File: src/rtl/scl_tg_pkg.sv
package scl_tg_pkg;
  localparam int SMP_W      = 3;
  localparam int STP_W      = 6;
  localparam int HS_STP_W   = 3;
  localparam int TREG_W     = 16;
  localparam int NORM_SMP_LSB = 8;
  localparam int NORM_STP_LSB = 0;
  localparam int FAST_SMP_LSB = 12;
  localparam int FAST_STP_LSB = 8;
  localparam int HCNT_W     = SMP_W + STP_W + 1;
  localparam logic [1:0] FAST_ON_CODE = 2'b11;

  typedef struct packed {
    logic [SMP_W-1:0] smp_m1;
    logic [STP_W-1:0] stp_m1;
  } tg_cnt_t;
endpackage

File: src/rtl/scl_tg_presc.sv
module scl_tg_presc #(
  parameter int PRE_W = 4
) (
  input  logic             clk,
  input  logic             rst_n,
  input  logic             en,
  input  logic [PRE_W-1:0] ratio_m1,
  output logic             tick
);
  logic [PRE_W-1:0] pcnt_q, pcnt_d;

  assign tick = en && (pcnt_q >= ratio_m1);

  always_comb begin
    if (!en || tick) pcnt_d = '0;
    else             pcnt_d = pcnt_q + 1'b1;
  end

  always_ff @(posedge clk or negedge rst_n) begin
    if (!rst_n) pcnt_q <= '0;
    else        pcnt_q <= pcnt_d;
  end

  // with a ratio above one, a tick is never followed at once by another
  p_tick_gap_r3: assert property (@(posedge clk) disable iff (!rst_n)
    (tick && ratio_m1 != '0) |=> (!tick || ratio_m1 == '0));
endmodule

File: src/rtl/scl_tg_cfgsel.sv
module scl_tg_cfgsel
  import scl_tg_pkg::*;
(
  input  logic [TREG_W-1:0] norm_cfg,
  input  logic [TREG_W-1:0] fast_cfg,
  input  logic              mc_phase,
  output tg_cnt_t           cnt,
  output logic [HCNT_W-1:0] mid
);
  logic              fast_sel;
  logic [HCNT_W-1:0] prod;

  always_comb begin
    fast_sel = (fast_cfg[1:0] == FAST_ON_CODE) && !mc_phase;
    if (fast_sel) begin
      cnt.smp_m1 = fast_cfg[FAST_SMP_LSB +: SMP_W];
      cnt.stp_m1 = STP_W'(fast_cfg[FAST_STP_LSB +: HS_STP_W]);
    end else begin
      cnt.smp_m1 = norm_cfg[NORM_SMP_LSB +: SMP_W];
      cnt.stp_m1 = norm_cfg[NORM_STP_LSB +: STP_W];
    end
    prod = (HCNT_W'(cnt.smp_m1) + 1'b1) * (HCNT_W'(cnt.stp_m1) + 1'b1);
    mid  = prod >> 1;
  end
endmodule

File: src/rtl/scl_tg_halfcnt.sv
module scl_tg_halfcnt
  import scl_tg_pkg::*;
(
  input  logic              clk,
  input  logic              rst_n,
  input  logic              tick,
  input  tg_cnt_t           cfg,
  input  logic [HCNT_W-1:0] cfg_mid,
  output logic              primed,
  output logic              half_end,
  output logic              mid_reach
);
  tg_cnt_t           act_q, act_d;
  logic [HCNT_W-1:0] mid_q, mid_d;
  logic [SMP_W-1:0]  smp_q, smp_d;
  logic [STP_W-1:0]  stp_q, stp_d;
  logic [HCNT_W-1:0] hcnt_q, hcnt_d;
  logic              primed_q, primed_d;
  logic              last;

  assign primed   = primed_q;
  assign last     = (smp_q == act_q.smp_m1) && (stp_q == act_q.stp_m1);
  assign half_end = primed_q && tick && last;

  always_comb begin
    act_d    = act_q;
    mid_d    = mid_q;
    smp_d    = smp_q;
    stp_d    = stp_q;
    hcnt_d   = hcnt_q;
    primed_d = 1'b1;
    mid_reach = 1'b0;
    if (!primed_q) begin
      act_d  = cfg;
      mid_d  = cfg_mid;
      smp_d  = '0;
      stp_d  = '0;
      hcnt_d = '0;
      mid_reach = (cfg_mid == '0);
    end else if (tick) begin
      if (last) begin
        act_d  = cfg;
        mid_d  = cfg_mid;
        smp_d  = '0;
        stp_d  = '0;
        hcnt_d = '0;
        mid_reach = (cfg_mid == '0);
      end else begin
        hcnt_d = hcnt_q + 1'b1;
        mid_reach = ((hcnt_q + 1'b1) == mid_q);
        if (smp_q == act_q.smp_m1) begin
          smp_d = '0;
          stp_d = stp_q + 1'b1;
        end else begin
          smp_d = smp_q + 1'b1;
        end
      end
    end
  end

  always_ff @(posedge clk or negedge rst_n) begin
    if (!rst_n) begin
      act_q    <= '0;
      mid_q    <= '0;
      smp_q    <= '0;
      stp_q    <= '0;
      hcnt_q   <= '0;
      primed_q <= 1'b0;
    end else begin
      act_q    <= act_d;
      mid_q    <= mid_d;
      smp_q    <= smp_d;
      stp_q    <= stp_d;
      hcnt_q   <= hcnt_d;
      primed_q <= primed_d;
    end
  end

  // the latched count pair changes only at a half boundary
  p_cfg_hold_r9: assert property (@(posedge clk) disable iff (!rst_n)
    (primed_q && !half_end) |=> ($stable(act_q) && $stable(mid_q)));

  // both counters stay inside the latched range
  p_cnt_range_r2: assert property (@(posedge clk) disable iff (!rst_n)
    (smp_q <= act_q.smp_m1) && (stp_q <= act_q.stp_m1));
endmodule

File: src/rtl/i2c_scl_timegen.sv
module i2c_scl_timegen
  import scl_tg_pkg::*;
#(
  parameter int PRE_W = 4
) (
  input  logic              clk,
  input  logic              rst_n,
  input  logic [PRE_W-1:0]  presc_m1,
  input  logic [TREG_W-1:0] norm_cfg,
  input  logic [TREG_W-1:0] fast_cfg,
  input  logic              mc_phase,
  output logic              scl_o,
  output logic              smp_stb_o,
  output logic              drv_stb_o
);
  tg_cnt_t           sel_cnt;
  logic [HCNT_W-1:0] sel_mid;
  logic              tick, primed, half_end, mid_reach;
  logic              scl_q, scl_d, smp_q, smp_d, drv_q, drv_d;
  logic              half_lvl;

  scl_tg_cfgsel u_sel (
    .norm_cfg (norm_cfg),
    .fast_cfg (fast_cfg),
    .mc_phase (mc_phase),
    .cnt      (sel_cnt),
    .mid      (sel_mid)
  );

  scl_tg_presc #(.PRE_W(PRE_W)) u_pre (
    .clk      (clk),
    .rst_n    (rst_n),
    .en       (primed),
    .ratio_m1 (presc_m1),
    .tick     (tick)
  );

  scl_tg_halfcnt u_half (
    .clk       (clk),
    .rst_n     (rst_n),
    .tick      (tick),
    .cfg       (sel_cnt),
    .cfg_mid   (sel_mid),
    .primed    (primed),
    .half_end  (half_end),
    .mid_reach (mid_reach)
  );

  always_comb begin
    scl_d    = half_end ? !scl_q : scl_q;
    half_lvl = scl_d;
    smp_d    = mid_reach && half_lvl;
    drv_d    = mid_reach && !half_lvl;
  end

  always_ff @(posedge clk or negedge rst_n) begin
    if (!rst_n) begin
      scl_q <= 1'b1;
      smp_q <= 1'b0;
      drv_q <= 1'b0;
    end else begin
      scl_q <= scl_d;
      smp_q <= smp_d;
      drv_q <= drv_d;
    end
  end

  assign scl_o     = scl_q;
  assign smp_stb_o = smp_q;
  assign drv_stb_o = drv_q;

  // strobes are exclusive
  p_stb_excl_r10: assert property (@(posedge clk) disable iff (!rst_n)
    !(smp_q && drv_q));
  // sample strobe only inside a high half
  p_smp_high_r7: assert property (@(posedge clk) disable iff (!rst_n)
    smp_q |-> scl_q);
  // drive strobe only inside a low half
  p_drv_low_r8: assert property (@(posedge clk) disable iff (!rst_n)
    drv_q |-> !scl_q);
  // SCL moves only after a half boundary from the counter pair
  p_scl_edge_r2: assert property (@(posedge clk) disable iff (!rst_n)
    (scl_q != $past(scl_q)) |-> $past(half_end));
endmodule

File: config.mk
export PLATFORM = sky130hd
export DESIGN_NAME = i2c_scl_timegen
export DESIGN_NICKNAME = d
export VERILOG_FILES = /design/src/rtl/scl_tg_pkg.sv /design/src/rtl/scl_tg_presc.sv /design/src/rtl/scl_tg_cfgsel.sv /design/src/rtl/scl_tg_halfcnt.sv /design/src/rtl/i2c_scl_timegen.sv
export SDC_FILE = /design/constraint.sdc
export NUM_CORES = 1
export LEC_CHECK = 0
export ABC_AREA = 1
export BUFFER_PORTS_ARGS = -buffer_cell sky130_fd_sc_hd__buf_2
export CAP_MARGIN = 25
export CELL_PAD_IN_SITES_DETAIL_PLACEMENT = 1
export CELL_PAD_IN_SITES_GLOBAL_PLACEMENT = 1
export CORE_ASPECT_RATIO = 1.4
export CORE_MARGIN = 2
export CORE_UTILIZATION = 40
export DETAILED_ROUTE_END_ITERATION = 12
export GPL_TIMING_DRIVEN = 0
export PLACE_DENSITY = 0.84
export SLEW_MARGIN = 20
export SYNTH_ARGS = -nofsm -noshare
export SYNTH_HDL_FRONTEND = slang
export SYNTH_SLANG_ARGS = --single-unit
File: constraint.sdc
create_clock -name clk -period 2.3 [get_ports clk]
set_clock_uncertainty 0.1 [all_clocks]
set_input_delay 0.345 -clock clk [delete_from_list [all_inputs] [get_ports clk]]
set_output_delay 0.345 -clock clk [all_outputs]
set_load 0.01 [all_outputs]
==> results of run 1 <==
## final cells by class
cell class / instances / area, sq um / share of cell area
multi-input combinational: 320 / 2330 / 0.522
timing repair buffer: 55 / 390 / 0.0875
sequential: 45 / 1130 / 0.253
clock buffer: 5 / 125 / 0.0280
inverter: 79 / 299 / 0.0670
clock inverter: 3 / 21.3 / 0.00477
tap: 102 / 128 / 0.0286
buffer: 5 / 41.3 / 0.00925
## per-layer routing
metal | global-route usage | share of wire | vias to the layer above
met1 | 0.244 | 0.34 | 1646
met2 | 0.514 | 0.57 | 72
li1 | - | - | 1551
met4 | 0.169 | 0.063 | 0
met3 | 0.0423 | 0.024 | 42
met5 | 0 | 0 | -
## metrics by stage
| step | worst slack [ps] | hold WS (ps) | utilization | TNS (ps) | total power (W) |
|---|---|---|---|---|---|
| after floorplan | -1390 | -50.6 | - | -10290 | 0.00173 |
| after global placement | -1970 | 368 | 0.457 | -15150 | 0.00195 |
| after detailed placement | -2080 | 377 | 0.457 | -17920 | 0.00200 |
| after CTS | -1580 | 149 | 0.523 | -11090 | 0.00300 |
| after global routing | -1840 | 276 | 0.544 | -13780 | 0.00341 |
| final | -1730 | 257 | 0.544 | -12560 | 0.00321 |
## critical path, cell delays in order
cell and delay (ps):
buf_8 100, nand3b_4 220, buf_6 180, nand2_4 70, nand2_4 70, ha_4 160
xor2_2 150, inv_2 120, buf_6 120, nor2_4 30, fa_1 490, inv_2 60
fa_1 580, inv_2 80, ha_4 240, a21o_1 210, o21bai_4 200, xor2_2 160
nand4_1 130, nor2_2 160, nand3_2 120, a21oi_2 160
## how the worst max path moves through the flow
stage / startpoint / end / slack [ps]
3_3_place_gp: mc_phase / smp_stb_o / -1970
2_1_floorplan: mc_phase / drv_stb_o / -1390
5_1_grt: fast_cfg[0] / smp_stb_o / -1840
6_report: mc_phase / smp_stb_o / -1730
3_5_place_dp: mc_phase / drv_stb_o / -2080
4_1_cts: mc_phase / smp_stb_o / -1580
## cells in the final DEF (no fill, tap or decap), types with 16 or more instances in the layout
| cell | netlist | final |
|---|---|---|
| nor2_1 | 44 | 31 |
| dfrtp_1 | 44 | 44 |
| buf_2 | 0 | 22 |
| buf_4 | 1 | 26 |
| nand3_1 | 31 | 28 |
| nand2_2 | 8 | 21 |
| o21ai_0 | 25 | 16 |
| inv_2 | 2 | 17 |
| inv_1 | 77 | 61 |
| nand2_1 | 100 | 80 |
## power breakdown
part,internal [W],switching (W),total [W]
Clock,0.000405,0.000334,0.000739
Combinational,0.000635,0.000821,0.00146
Sequential,0.000910,0.000107,0.00102
## kinds of logic after synthesis
kind of cell | after synthesis
AND/OR/NAND/NOR | 208
buffers and inverters | 84
AO/OA/AOI/OAI | 58
flip-flops | 45
adder cells (fa/ha/maj) | 32
XOR/XNOR | 21
other | 1
## sequential cells by signal, indices dropped and copies added, names as in the netlist
| register | flops |
|---|---|
| scl_o | 1 |
| smp_stb_o | 1 |
| u_half.primed | 1 |
| u_pre.pcnt_q | 4 |
| u_half.mid_q | 9 |
| drv_stb_o | 1 |
| u_half.smp_q | 3 |
| u_half.stp_q | 6 |
| u_half.hcnt_q | 10 |
| u_half.act_q | 9 |
## timing repair
item / CTS / global route
hold buffers: 0 / 1
gates resized for setup: 60 / 39
endpoints found under the hold margin: 0 / 28
cloned: 0 / 0
setup buffers: 23 / 10
pin swaps: 34 / 28
endpoints found under the setup margin: 30 / 32
==> metrics.txt, run 1 <==
largest family of logic cells by synthesized area=simple AND/OR/NAND/NOR gates; number of global-route vias before repair=approximately 3800; Post-Syn Area=around 3400 sq um; Syn Area/Cell=7.52 sq um; post-synth cell types=37; Worst Hold Class=primary input to flip-flop; adder-cell area share of the yosys netlist=0.141; syn nets=520; post-synthesis mux area share=0; Max Buffers Root-to-Sink=2; total iterations of the first detailed-routing run=4; post-synthesis sequential area ratio=0.334; CP Class=primary input to flip-flop; FFs w/ async S/R, synth=1.00; share of the synthesized area in the top cell type=0.326; Hold EP=u_half.act_q[8]; GRT Total Usage=0.266; top-count cell post-synth=nand2_1; clock root cell=clkbuf_16; worst slew pin tran=around 590 ps; largest net degree at the start of global routing=46; Max-slew headroom=0.604; Non-Filler Instances=approximately 610; vias post-DR=approximately 3300; VDD IR max=0.475 mV; area leader, netlist=dfrtp_1; status=complete, but fails checks; Main synth FF type=dfrtp_1; Die W=about 82 um; Tmin final=between 4000 and 5000 ps; Initial DRC Count=about 110; die height=roughly 110 um; first-pass GRT wire length=approximately 18000 um; LEAKAGE=between 2 and 2.5 nW; Starting Density=0.412; Clk pin slew, worst setup/hold paths=60 ps; dpl hpwl=~7100 um; Antenna Nets Post-Route=0; CTS H-tree depth=2; DIE AREA=approximately 9200 sq um; TritonCTS clock tree=built; simple-gate share of the synthesized area=0.274; Max-Cap Viols=0; WL per Instance=around 19 um; Synth Area in Compound Gates=0.0963; Yosys reg bits=45; Power Density=~720 nW/um^2; row count=39; residual DRC count=0; initial antenna violation count=0; number of diodes=0; R2R Path Start=u_half.hcnt_q[0]; Placed Cells=a little under 600; crit path DAT=between 4000 and 5000 ps; setup slack after layout=-1730 ps; CTS Buf Count=5; core area=around 8200 sq um; ranking of synthesized cells by area=dfrtp_1, nand2_1, inv_1, ha_1, fa_1; final net count=between 500 and 600; R2R Setup Slk=around 110 ps; input/output buffers=26; hold path start=norm_cfg[10]; top cells by count, synth=nand2_1, inv_1, dfrtp_1, nor2_1, nand3_1; dpl cell area=3750 sq um; CP Data Required Time=around 2400 ps; failing checks=setup timing; Design Area, Final=about 4500 sq um; reg2reg end=smp_stb_o; area delta synth->final=32.1%; number of enable flip-flop cells after synthesis=0; GPL Wtd Cong=0.831; yosys synthesis warning count=0; xor and xnor area share after synthesis=0.0544; Syn Inst Count=roughly 450; Vias/cell=~5.4; insertion delay to the later sink of the worst-skew pair=around 300 ps; num ports=42; Final Max Tran Viols=0; drt total wl=approximately 12000 um; crit path launch type=primary input; worst r2r path cells=12; crit share post-route=1.75; Fill cells=1017; RSZ-0062 raised after global routing=true; CP endpoint kind=flip-flop; CP Max Fanout=7; Hold Fails Final Rpt=0; layout cells sized above 1=0.328; clock sinks=45; final-report setup violation count=10; GR Overflow Total=0; worst hold path cell count=3; f_max=approximately 250 MHz
No activity file was read; power rests on OpenSTA's default activity.
==> inputs of run 2 (changes only) <==
- clock period: 2.3 -> 3.85 ns (I/O delays scaled with it)
==> run 2 against run 1 <==
The flow still finishes with violations (setup timing); worst hold slack got worse by 86 ps; via count decreased by 3.2%; non-clock buffer count decreased by 8; critical path depth decreased by 2; clock power decreased by 23%; critical path type unchanged; largest cell class unchanged.
==> metrics.txt, run 2 (synthesis results as in run 1) <==
status=complete, but fails checks (unchanged); failing checks=setup timing (unchanged); number of diodes=0 (unchanged); Final Max Tran Viols=0 (unchanged); GR Overflow Total=0 (unchanged); Hold Fails Final Rpt=0 (unchanged); Antenna Nets Post-Route=0 (unchanged); drt total wl=10200 um (was 11700 um); cts hold-fix bufs=0 (unchanged); largest net degree at the start of global routing=46 (unchanged); Tmin final=a little over 4000 ps; Die W=81.7 um (unchanged); Worst Hold Class=primary input to asynchronous set/reset pin (was primary input to flip-flop); Max-Cap Viols=0 (unchanged); GPL Wtd Cong=0.853 (was 0.831); total iterations of the first detailed-routing run=4 (unchanged); flip-flop count of the largest register after layout=10 (unchanged); row count=39 (unchanged); CP endpoint kind=flip-flop (unchanged); CP Data Required Time=3970 ps (was 2430 ps); f_max=242 MHz; CTS H-tree depth=2 (unchanged); Power Density=436 nW/um^2 (was 720 nW/um^2); dpl cell area=3740 sq um (was 3750 sq um); Non-Filler Instances=606 (was 614); crit path launch type=primary input (unchanged); Design Area, Final=4300 sq um (was 4460 sq um); clock root cell=clkbuf_16 (unchanged); Top reg by flops=u_half.hcnt_q (unchanged); Max Buffers Root-to-Sink=2 (unchanged); Clk pin slew, worst setup/hold paths=70 ps (was 60 ps); Fill cells=1010 (was 1017); LEAKAGE=2.16 nW (was 2.21 nW); layout cells sized above 1=0.268 (was 0.328); Starting Density=0.412 (unchanged); GRT Total Usage=0.224 (was 0.266); CP Max Fanout=8 (was 7); TritonCTS clock tree=built (unchanged); CTS Buf Count=5 (unchanged); VDD IR max=0.302 mV (was 0.475 mV); initial antenna violation count=0 (unchanged); worst slew pin tran=582 ps (was 594 ps); residual DRC count=0 (unchanged); CP Class=primary input to flip-flop (unchanged); crit share post-route=1.07; Place WS=-776 ps (was -2080 ps); setup slack after layout=-279 ps (was -1730 ps); insertion delay to the later sink of the worst-skew pair=300 ps (about the same); Max-slew headroom=0.612 (was 0.604); core area=8200 sq um (unchanged); vias post-DR=3206 (was 3311); die height=113 um (unchanged); WL per Instance=16.8 um (was 19.0 um); num ports=42 (unchanged); commonest non-fill, non-tap cell in the layout=nand2_1 (unchanged); number of global-route vias before repair=3534 (was 3755); input/output buffers=26 (unchanged); Setup TNS=-1120 ps (was -12560 ps); first-pass GRT wire length=16000 um (was 18200 um); most frequent cells in the layout=nand2_1, inv_1, dfrtp_1, nor2_1, nand3_1 (unchanged); Initial DRC Count=77 (was 111); area delta synth->final=27.4% (was 32.1%); Vias/cell=5.29 (was 5.39); clock sinks=45 (unchanged); Largest regs=u_half.hcnt_q x10, u_half.act_q x9, u_half.mid_q x9 (unchanged); RSZ-0062 raised after global routing=true (unchanged); final-report setup violation count=5 (was 10); Placed Cells=577 (unchanged); DIE AREA=9210 sq um (unchanged); final net count=574 (was 582); crit path DAT=4250 ps (was 4150 ps); dpl hpwl=6900 um (was 7060 um)
## run 2: cell types whose count changed in the layout (fill, tap and decap cells not counted), moves of 3 or more
cell	before	now
nand2_2	21	15
ha_1	15	18
inv_1	61	66
ha_4	7	4
nand2_1	80	85
o21ai_0	16	22
o21ai_2	5	1
inv_2	17	10
buf_4	26	21
buf_6	7	3
## run 2: path summary, 6_finish.rpt
| kind | from | to | slack [ps] | cells past startpoint |
|---|---|---|---|---|
| min reg2reg | u_half.mid_q[4] | u_half.mid_q[4] | 390 | 2 |
| max reg2reg | u_pre.pcnt_q[3] | u_half.act_q[1] | 1370 | 11 |
| max in group asynchronous | rst_n | u_half.mid_q[7] | 3070 | 1 |
| min in group clk | u_half.mid_q[4] | u_half.mid_q[4] | 390 | 2 |
| min | rst_n | u_pre.pcnt_q[0] | 170 | 1 |
| max | mc_phase | drv_stb_o | -280 | 20 |
## run 2: what timing repair did
action                     4_1_cts  5_1_grt
setup endpoints to repair        5        7
gates resized for setup         29       32
setup buffers                   16        5
pin swaps                       18       18
## run 2: stage by stage
stage	hold WS, ps	power, W	util
global placement	369	0.00116	0.456
finish	171	0.00188	0.525
CTS	386	0.00183	0.506
floorplan	182	0.00103	-
global route	216	0.00200	0.525
detailed placement	377	0.00119	0.456
## run 2: power by group
part	leakage, nW	internal, W	switching (W)	total, W
Sequential	0.591	0.000543	0.0000604	0.000604
Clock	0.0944	0.000374	0.000196	0.000570
Combinational	1.48	0.000302	0.000400	0.000701
Total	2.16	0.00122	0.000656	0.00188
## run 2: worst max-delay path, cell delays in order
cell	delay (ps)
buf_8	100
nand3b_4	250
buf_6	180
nand2_4	60
nand2_4	70
ha_4	290
clkinvlp_4	170
nor2_1	190
fa_1	450
inv_1	90
fa_1	420
inv_2	80
ha_4	210
a21o_1	180
o21bai_4	190
xor2_2	190
nand4_1	130
nor2_2	150
nand3_2	110
a21oi_2	150
## run 2: per-layer routing
layer  GRT usage  routed length, um  vias to the layer above
met2       0.440               5920                       61
met5           0                  0                        -
met4      0.0944                319                        0
met3      0.0295                265                       27
li1            -                  -                     1531
met1       0.227               3660                     1587
## run 2: cell type report
type / instances / area (sq um) / area share
buffer: 5 / 40.0 / 0.00930
tap: 102 / 128 / 0.0297
multi-input combinational: 320 / 2200 / 0.512
clock buffer: 5 / 125 / 0.0291
clock inverter: 3 / 68.8 / 0.0160
timing repair buffer: 47 / 308 / 0.0715
sequential: 45 / 1130 / 0.262
inverter: 79 / 305 / 0.0709
